===== src/rtl/sfs_pkg.sv =====
package sfs_pkg;

   typedef enum logic [1:0] {
      PFW_OFF    = 2'b00,
      PFW_NARROW = 2'b01,
      PFW_NORMAL = 2'b10,
      PFW_WIDE   = 2'b11
   } pf_width_e;

   // Packed so that the field positions match control bits 5:0.
   typedef struct packed {
      logic      dl_en;
      logic      single;
      logic      pl_en;
      logic      mi_en;
      pf_width_e width;
   } ctrl_t;

   function automatic logic [7:0] width_to_clocks(pf_width_e w);
      case (w)
         PFW_NARROW: return 8'd128;
         PFW_NORMAL: return 8'd160;
         PFW_WIDE:   return 8'd192;
         default:    return 8'd0;
      endcase
   endfunction

endpackage


===== src/rtl/sfs_ctrl_decode.sv =====
module sfs_ctrl_decode
   import sfs_pkg::*;
(
   input  logic [5:0] ctrl_lo,
   output ctrl_t      dec,
   output logic       pf_on,
   output logic [7:0] pf_clocks
);

   always_comb begin
      dec       = ctrl_t'(ctrl_lo);
      pf_on     = dec.dl_en && (dec.width != PFW_OFF);
      pf_clocks = width_to_clocks(dec.width);
   end

endmodule


===== src/rtl/sfs_addr_gen.sv =====
module sfs_addr_gen #(
   parameter int ADDR_W  = 16,
   parameter int LINE_W  = 9,
   parameter int N_SLOTS = 5,
   parameter int IDX_W   = 3
) (
   input  logic [7:0]        base,
   input  logic [LINE_W-1:0] line,
   input  logic              single,
   input  logic [IDX_W-1:0]  idx,
   output logic [ADDR_W-1:0] addr
);

   localparam int PAD_W = ADDR_W - LINE_W;

   if (ADDR_W != 16) begin : g_bad_addr
      $error("sfs_addr_gen: ADDR_W must be 16");
   end
   if (PAD_W < 1) begin : g_bad_line
      $error("sfs_addr_gen: LINE_W too wide for ADDR_W");
   end

   logic [ADDR_W-1:0] offs_dbl [N_SLOTS];
   logic [ADDR_W-1:0] offs_sgl [N_SLOTS];

   // Slot 0 is the missile, slot g>0 is player g-1.
   for (genvar g = 0; g < N_SLOTS; g++) begin : g_offs
      localparam int OD = (g == 0) ? 'h180 : ('h200 + 'h80  * (g - 1));
      localparam int OS = (g == 0) ? 'h300 : ('h400 + 'h100 * (g - 1));
      assign offs_dbl[g] = ADDR_W'(OD);
      assign offs_sgl[g] = ADDR_W'(OS);
   end

   logic [ADDR_W-1:0] page_dbl, page_sgl, line_full, line_half, sel_dbl, sel_sgl;

   always_comb begin
      page_dbl  = {base[7:3], 11'h000};
      page_sgl  = {base[7:4], 12'h000};
      line_full = {{PAD_W{1'b0}}, line};
      line_half = line_full >> 1;
      sel_dbl   = '0;
      sel_sgl   = '0;
      for (int i = 0; i < N_SLOTS; i++) begin
         if (idx == IDX_W'(i)) begin
            sel_dbl = offs_dbl[i];
            sel_sgl = offs_sgl[i];
         end
      end
      addr = single ? (page_sgl + sel_sgl + line_full)
                    : (page_dbl + sel_dbl + line_half);
   end

endmodule


===== src/rtl/sfs_burst_seq.sv =====
module sfs_burst_seq
   import sfs_pkg::*;
#(
   parameter int LINE_W     = 9,
   parameter int FIRST_LINE = 8,
   parameter int LAST_LINE  = 247,
   parameter int N_SLOTS    = 5,
   parameter int IDX_W      = 3
) (
   input  logic              clk,
   input  logic              rst_n,
   input  logic              slot_go,
   input  logic [LINE_W-1:0] line,
   input  logic [7:0]        base,
   input  ctrl_t             dec,
   output logic              busy,
   output logic [IDX_W-1:0]  idx,
   output logic              we_ok,
   output logic [7:0]        lat_base,
   output logic [LINE_W-1:0] lat_line,
   output logic              lat_single
);

   if (FIRST_LINE > LAST_LINE || LAST_LINE >= (1 << LINE_W)) begin : g_bad_lines
      $error("sfs_burst_seq: visible line window does not fit");
   end

   logic lat_pl, lat_mi, in_range, start;
   logic [IDX_W-1:0] last_idx;

   always_comb begin
      in_range = (line >= LINE_W'(FIRST_LINE)) && (line <= LINE_W'(LAST_LINE));
      start    = slot_go && !busy && in_range && (dec.pl_en || dec.mi_en);
      last_idx = lat_pl ? IDX_W'(N_SLOTS - 1) : '0;
      we_ok    = (idx == '0) ? lat_mi : lat_pl;
   end

   always_ff @(posedge clk) begin
      if (!rst_n) begin
         busy       <= 1'b0;
         idx        <= '0;
         lat_pl     <= 1'b0;
         lat_mi     <= 1'b0;
         lat_single <= 1'b0;
         lat_base   <= '0;
         lat_line   <= '0;
      end else if (start) begin
         busy       <= 1'b1;
         idx        <= '0;
         lat_pl     <= dec.pl_en;
         lat_mi     <= dec.mi_en;
         lat_single <= dec.single;
         lat_base   <= base;
         lat_line   <= line;
      end else if (busy) begin
         if (idx == last_idx) begin
            busy <= 1'b0;
            idx  <= '0;
         end else begin
            idx <= idx + 1'b1;
         end
      end
   end

   // a burst only begins on a visible line
   p_start_visible_r3: assert property (@(posedge clk) disable iff (!rst_n)
      $rose(busy) |-> ($past(line) >= LINE_W'(FIRST_LINE) && $past(line) <= LINE_W'(LAST_LINE)));

   // slots advance one per cycle without gaps
   p_slot_step_r4: assert property (@(posedge clk) disable iff (!rst_n)
      (busy && idx != last_idx) |=> (busy && idx == $past(idx) + 1'b1));

endmodule


===== src/rtl/sprite_fetch_seq.sv =====
module sprite_fetch_seq
   import sfs_pkg::*;
#(
   parameter int ADDR_W     = 16,
   parameter int DATA_W     = 8,
   parameter int LINE_W     = 9,
   parameter int N_PLAYERS  = 4,
   parameter int FIRST_LINE = 8,
   parameter int LAST_LINE  = 247
) (
   input  logic                 clk,
   input  logic                 rst_n,
   input  logic [7:0]           ctrl_byte,
   input  logic [7:0]           sprite_base,
   input  logic [LINE_W-1:0]    scan_line,
   input  logic                 slot_go,
   input  logic [DATA_W-1:0]    mem_data,
   output logic [ADDR_W-1:0]    fetch_addr,
   output logic                 fetch_req,
   output logic                 cpu_halt,
   output logic [N_PLAYERS:0]   pat_we,
   output logic [DATA_W-1:0]    pat_data,
   output logic                 pf_on,
   output logic [7:0]           pf_clocks
);

   localparam int N_SLOTS = N_PLAYERS + 1;
   localparam int IDX_W   = $clog2(N_SLOTS);

   if (N_PLAYERS < 1 || N_PLAYERS > 4) begin : g_bad_players
      $error("sprite_fetch_seq: N_PLAYERS must be 1..4");
   end

   ctrl_t                dec;
   logic                 busy, we_ok, lat_single;
   logic [IDX_W-1:0]     idx;
   logic [7:0]           lat_base;
   logic [LINE_W-1:0]    lat_line;
   logic [N_PLAYERS:0]   we_next;

   sfs_ctrl_decode u_dec (
      .ctrl_lo   (ctrl_byte[5:0]),
      .dec       (dec),
      .pf_on     (pf_on),
      .pf_clocks (pf_clocks)
   );

   sfs_burst_seq #(
      .LINE_W(LINE_W), .FIRST_LINE(FIRST_LINE), .LAST_LINE(LAST_LINE),
      .N_SLOTS(N_SLOTS), .IDX_W(IDX_W)
   ) u_seq (
      .clk        (clk),
      .rst_n      (rst_n),
      .slot_go    (slot_go),
      .line       (scan_line),
      .base       (sprite_base),
      .dec        (dec),
      .busy       (busy),
      .idx        (idx),
      .we_ok      (we_ok),
      .lat_base   (lat_base),
      .lat_line   (lat_line),
      .lat_single (lat_single)
   );

   sfs_addr_gen #(
      .ADDR_W(ADDR_W), .LINE_W(LINE_W), .N_SLOTS(N_SLOTS), .IDX_W(IDX_W)
   ) u_addr (
      .base   (lat_base),
      .line   (lat_line),
      .single (lat_single),
      .idx    (idx),
      .addr   (fetch_addr)
   );

   assign fetch_req = busy;
   assign cpu_halt  = busy;

   always_comb begin
      for (int i = 0; i < N_SLOTS; i++) begin
         we_next[i] = busy && we_ok && (idx == IDX_W'(i));
      end
   end

   always_ff @(posedge clk) begin
      if (!rst_n) begin
         pat_we   <= '0;
         pat_data <= '0;
      end else begin
         pat_we <= we_next;
         if (busy) pat_data <= mem_data;
      end
   end

   // one pattern register at a time
   p_we_onehot_r9: assert property (@(posedge clk) disable iff (!rst_n)
      $onehot0(pat_we));

   // a strobe always follows a request cycle
   p_we_after_req_r9: assert property (@(posedge clk) disable iff (!rst_n)
      (|pat_we) |-> $past(fetch_req));

endmodule


===== config.mk =====
export PLATFORM = sky130hd
export DESIGN_NAME = sprite_fetch_seq
export DESIGN_NICKNAME = d
export VERILOG_FILES = /design/src/rtl/sfs_pkg.sv /design/src/rtl/sfs_ctrl_decode.sv /design/src/rtl/sfs_addr_gen.sv /design/src/rtl/sfs_burst_seq.sv /design/src/rtl/sprite_fetch_seq.sv
export SDC_FILE = /design/constraint.sdc
export NUM_CORES = 1
export LEC_CHECK = 0
export ABC_AREA = 1
export CORE_MARGIN = 5
export CORE_UTILIZATION = 39
export CTS_CLUSTER_DIAMETER = 150
export DETAILED_ROUTE_END_ITERATION = 12
export PLACE_DENSITY = 0.76
export SYNTH_ARGS = -nofsm -noshare
export SYNTH_HDL_FRONTEND = slang
export SYNTH_HIERARCHICAL = 1
export SYNTH_SLANG_ARGS = --single-unit

===== constraint.sdc =====
create_clock -name clk -period 1.3 [get_ports clk]
set_input_delay 0.195 -clock clk [delete_from_list [all_inputs] [get_ports clk]]
set_output_delay 0.195 -clock clk [all_outputs]
set_load 0.02 [all_outputs]

======== Word level (Yosys, flattened, before mapping) ========
Cells that the tools add are included.
word-level totals
  memories ................................ 0
  input port bits ......................... 36
  latch bits .............................. 0
  output and inout bits ................... 40
  logic and storage cells ................. 59
  memory bits (writable) .................. 0
  bits in registers ....................... 37
  ROM bits ................................ 0
operators by class
  $lt $le $gt $ge ......................... 2
  $add $sub $neg .......................... 5
  multiplexer cells ....................... 18
  reductions and logical operators ........ 16
  eq/ne operators ......................... 8
  $mul .................................... 0
  divide/modulo/power cells ............... 0
  bitwise gates (word level) .............. 1
  shift operators ......................... 0
operators with widths
  cell                                                             number
  two-way mux 16 bit                                               5
  two-way mux 11 bit                                               4
  case mux 8 bit (3 select lines)                                  1
  adder 16 x 11 -> 16 bit                                          1
  adder 16 bit                                                     1
  adder 16 x 8 -> 16 bit                                           1
  adder 16 x 9 -> 16 bit                                           1
  logical AND 1 bit                                                11
  two-way mux 10 bit                                               1
  >= comparator 9 x 4 -> 1 bit (second input constant)             1
  less-or-equal comparator 9 x 8 -> 1 bit (second input constant)  1
  two-way mux 9 bit                                                1
  == test 3 x 2 -> 1 bit (second input constant)                   2
  two-way mux 3 bit                                                2
  == test 2 bit (second input constant)                            2
  two-way mux 1 bit                                                4
  adder 3 x 1 -> 3 bit (second input constant)                     1
  == test 3 x 1 -> 1 bit (second input constant)                   1
  == test 3 bit                                                    1
  == test 3 bit (second input constant)                            1
  zero test 3 bit                                                  1
  == test 2 x 1 -> 1 bit (second input constant)                   1
  nonzero test 2 bit                                               1
  OR reduction 2 bit                                               1
  other kinds (3)                                                  3

======== Longest topological paths before layout ========
  depth after elaboration ................. 9
  gate-level depth with buffers ........... 8
  depth with buffers taken out ............ 8

======== Hierarchy ========
Netlist, hierarchy kept.
by module, submodules not included
  module            area an instance (um^2)  times used  cells an instance  seq. area each (um^2)
  sfs_burst_seq     1091.0                   1           163                480.5
  sprite_fetch_seq  478.0                    1           60                 260.2
  sfs_addr_gen      262.8                    1           53                 0.0
  sfs_ctrl_decode   116.4                    1           20                 0.0

======== Worst setup path before layout ========
Ideal clock, no wire load.
  path kind ............................... flip-flop to output port
  start point ............................. register u_seq.idx[2]
  end point ............................... output port fetch_addr[7]
  path buffers ............................ 0
  arrival ................................. 1.385 ns
  cell stages (with the launch flop) ...... 5
  path slack .............................. -0.280 ns
  required time ........................... 1.105 ns
  path through ............................ dfxtp_1 -> a21oi_1 -> ha_1 -> inv_1 -> o21ai_0
between the ends
  cells in the longest elaborated chain, start to end .. 9
  elaborated cells on any way between the ends .. 19
  those cells by class .................... add/sub (4); eq/ne (4); mux (10); reduce/logical (1)
RTL lines
  what                              line                    text
  start, declared                   sfs_burst_seq.sv:17     output logic [IDX_W-1:0] idx,
  start signal, assigned            sfs_burst_seq.sv:60     idx <= idx + 1'b1;
  zero test 3 bit                   sfs_addr_gen.sv:44      if (idx == IDX_W'(i)) begin
  two-way mux 9 bit                 sfs_addr_gen.sv:44
  two-way mux 16 bit (4 in series)  sfs_addr_gen.sv:44
  adder 16 bit                      sfs_addr_gen.sv:50      : (page_dbl + sel_dbl + line_half);
  adder 16 x 8 -> 16 bit            sfs_addr_gen.sv:50
  two-way mux 16 bit (*)            sfs_addr_gen.sv:49      addr = single ? (page_sgl + sel_sgl + line_full)
  end, declared                     sprite_fetch_seq.sv:18  output logic [ADDR_W-1:0] fetch_addr,
Every way passes the cells marked *; elsewhere a longest branch is shown, timed or not.

======== Worst setup path after layout ========
  start point ............................. register u_seq.idx[2]
  end point ............................... output port fetch_addr[9]
between the ends
  cells in the longest elaborated chain, start to end .. 9
  elaborated cells on any way between the ends .. 20
  those cells by class .................... add/sub (4); eq/ne (4); mux (11); reduce/logical (1)
RTL lines
  what                                                                           line
  zero test 3 bit                                                                sfs_addr_gen.sv:44
  two-way mux 9 bit / two-way mux 10 bit (equally long branches)                 sfs_addr_gen.sv:44
  two-way mux 16 bit / two-way mux 11 bit (equally long branches) (4 in series)  sfs_addr_gen.sv:44
  adder 16 bit / adder 16 x 11 -> 16 bit (equally long branches)                 sfs_addr_gen.sv:50, sfs_addr_gen.sv:49
  adder 16 x 8 -> 16 bit / adder 16 x 9 -> 16 bit (equally long branches)        sfs_addr_gen.sv:50, sfs_addr_gen.sv:49
  two-way mux 16 bit (*)                                                         sfs_addr_gen.sv:49
Marked as above.

==> results <==
- The flow ran to the end, but the final reports show violations.
- The final reports fail on setup timing.
- The tree is rooted in a clkbuf_8.
- The cts-stage hold buffer count is 0.
- Counting both buffers and inverters, the worst setup path holds a total of 2.
- Data on the critical path arrives at its endpoint at ~1.5 ns.
- The setup skew after layout is approximately 0.0064 ns.
- The area taken by flip-flops and latches is ~700 um2.
- During placement, the flow inserted port buffers numbering 65.
- The routing usage on met3 is approximately 3.9%.
- For this run, the post-layout net count is between 400 and 500.
- The path depth of the worst reg2reg path is 10.
- The count of unresolved DRC violations after routing is 0.
- The clock passes through at most 2 buffers.
- In this run the number of cells on the critical path is 8.
- The data required time of the critical path is 1.11 ns.
- Buffers inserted during clock tree synthesis total 5.
- After detailed routing, the average wire length per cell comes to around 11 um.
- The element type at the critical path start is a register.
- The mean instance size in the synthesized netlist is 6.58 um2.
- Setup repair after global routing could not meet its margin everywhere.
- The met2 global-route usage is 24.8%.
- For this design the top-level I/O count stands at 76.
- The cell area after technology mapping is 0.00181 mm2.
- The total power divided by cell area is slightly above 800 mW/mm2.
- The first global-routing pass estimated 7.09 mm of wire.
- The floorplan step defined a die boundary enclosing approximately 0.0061 mm2.
- In this run the register-to-register setup slack is -0.07 ns.
- The TritonCTS clock tree is done.
- The leakage power is around 1.5 nW.
- The initial antenna violation count is 0.
- STA classifies the critical path endpoint as an output pin.
- Relative to the synthesized area, the layout overhead comes to 63.6%.
- The via-per-instance ratio is between 4 and 5.
- In the layout the commonest cells are nor2_1, nand2_1, inv_1.
- Across the VDD grid, the largest voltage drop is roughly 530 uV.
- In this run, placement finished with an instance count of 400.
- The post-detailed-placement half-perimeter wirelength is between 3 and 4 mm.
- The final count of hold timing violations was 0.
- The pin count of the biggest net entering global routing is 26.
- The critical path launch point is u_seq/idx[2]$_SDFFE_PP0P_.
- The worst register-to-register path ends at pat_we[1]$_SDFF_PN0_.
- The core area is ~0.0044 mm2.
- The area of the multi-input gates is about 1000 um2.
- Of all nets on the critical path, the largest fanout is 3.
- Counting the fill cells in the layout gives 409.
- On the worst path, the slowest cell contributes a delay of between 0.3 and 0.4 ns.
- The effective utilization at floorplan is 41.0%.
- The floorplan has 24 rows.
- In this run the vertical extent of the chip is 78.1 um.
- OpenSTA, run right after detailed placement, puts the worst setup slack at -0.589 ns.
- The class of the worst hold path is register to register.
- For this design, the slowest cell found on the critical path is dfxtp_4.
- The hold path startpoint is u_seq/lat_line[8]$_SDFFE_PN0P_.
- The critical path is of the register to output pin type.
- The die is around 80 um wide.
- For this run, global-route usage on met1 was measured as roughly 16%.
- During synthesis, Yosys emitted a total of 6 warnings.
- Counting every sink on the clock net gives 34.
- The startpoint identified for the worst register-to-register timing path is u_seq/idx[1]$_SDFFE_PP0P_.
- The number of pins exceeding their max-slew limit in the final report is 0.
- The detailed router finished its first iteration with 50 violations.
- The fraction of final layout cells sized beyond drive strength 1 is a little under a third.
- Setup violations remaining at the end of the flow were counted as 10.
- Global routing used about 14% of the available tracks.
- Following the worst setup path forward leads to its endpoint at fetch_addr[9].
- The cell class contributing the biggest share of worst-path delay is flip-flops.
- The most common library cell in the layout ignoring fill and taps is nor2_1.
- The tool flagged a number of max-cap violations equal to 0.
- Subtracting the final worst setup slack from the clock period gives around 1.6 ns.
- The clock-pin slew of the registers on the worst-case setup and hold paths is around 0.060 ns.
- On the final layout, the worst hold slack is roughly 0.48 ns.
- The via count is 1828.
- The maximum clock frequency is a little over 0.6 GHz.
- The final routed wirelength across all metal layers is between 4 and 5 mm.
- The signal on the critical path passes through a21oi_4, ha_4, ha_4, inv_2, nand3_2, nand3_2, nand2_2, buf_6.
- The total overflow left after global routing is 0.
- The least setup slack across all paths after layout is -0.342 ns.
- met2 is the most crowded layer.
- The total inserted antenna cells is 0.
- The final weighted congestion in routability-driven placement is approximately 0.75.
- The later pin in the worst-skew pair is clocked with a latency of 0.28 ns.
- Synthesis handed over a netlist of 275 instances.
- The non-filler instance count after layout is roughly 410.
- The final worst-path cycle share is 126%.
- Once detail routing completed, the nets flagged for antenna violations numbered 0.
- Before antenna repair, the detailed router went through 4 iterations.
- The H-tree was split into 2 levels.
- Measured on the finished design, the core utilization comes to around two thirds.
- The number of global-route vias before repair is between 1500 and 2000.
- The total negative slack for setup checks is -1.74 ns.
## flip-flops by register name (all words and copies together), names as in the netlist
signal	count
u_seq/lat_line	9
pat_data	8
pat_we	5
u_seq/lat_base	5
u_seq/idx	3
u_seq/busy	1
u_seq/lat_mi	1
u_seq/lat_pl	1
u_seq/lat_single	1
## per-layer routing
layer	vias up	wire, um
li1	980	-
met1	797	1820
met2	43	2330
met3	8	286
met4	0	53
met5	-	0
## stage by stage
stage / total power, mW / area [um2]
floorplan: 1.45 / 1870
finish: 2.42 / 2960
global placement: 1.69 / 2640
CTS: 2.40 / 2780
detailed placement: 1.70 / 2640
global route: 2.56 / 2960
## final cells by class
cell class / instances / share of cell area [%]
sequential: 34 / 23.6
multi-input combinational: 181 / 33.8
tap: 52 / 2.20
clock buffer: 7 / 2.58
inverter: 42 / 5.75
timing repair buffer: 98 / 32.1
## how the worst min path moves through the flow
stage	to	slack (ns)	depth (start not counted)
CTS	u_seq/lat_line[8]$_SDFFE_PN0P_	0.48	2
finish	u_seq/lat_line[8]$_SDFFE_PN0P_	0.48	2
detailed placement	u_seq/lat_line[8]$_SDFFE_PN0P_	0.44	2
global route	pat_data[1]$_SDFFE_PN0P_	0.50	3
floorplan	u_seq/lat_line[7]$_SDFFE_PN0P_	0.33	2
global placement	u_seq/lat_line[8]$_SDFFE_PN0P_	0.44	2
## repair_timing
| item | in CTS | in global routing |
|---|---|---|
| endpoints found under the setup margin | 45 | 36 |
| resized for setup | 127 | 45 |
| buffers inserted | 3 | 4 |
| cloned | 0 | 1 |
| pin swaps | 11 | 20 |
## worst reg2reg max path: stages (launching register included)
cell and delay, ns:
dfxtp_4 0.37, buf_6 0.12, buf_6 0.12, inv_4 0.06, ha_4 0.13, a21oi_2 0.04
a31oi_1 0.18, nand2_2 0.08, inv_2 0.07, nand2_2 0.06, nor2_1 0.08
## report_power, final
group / internal, mW / switching, mW / leakage (nW)
logic: 0.291 / 0.297 / 1.15
registers: 1.08 / 0.0346 / 0.281
clock network: 0.368 / 0.344 / 0.0383
total: 1.74 / 0.675 / 1.47
Power figures use the tool's default switching activity.
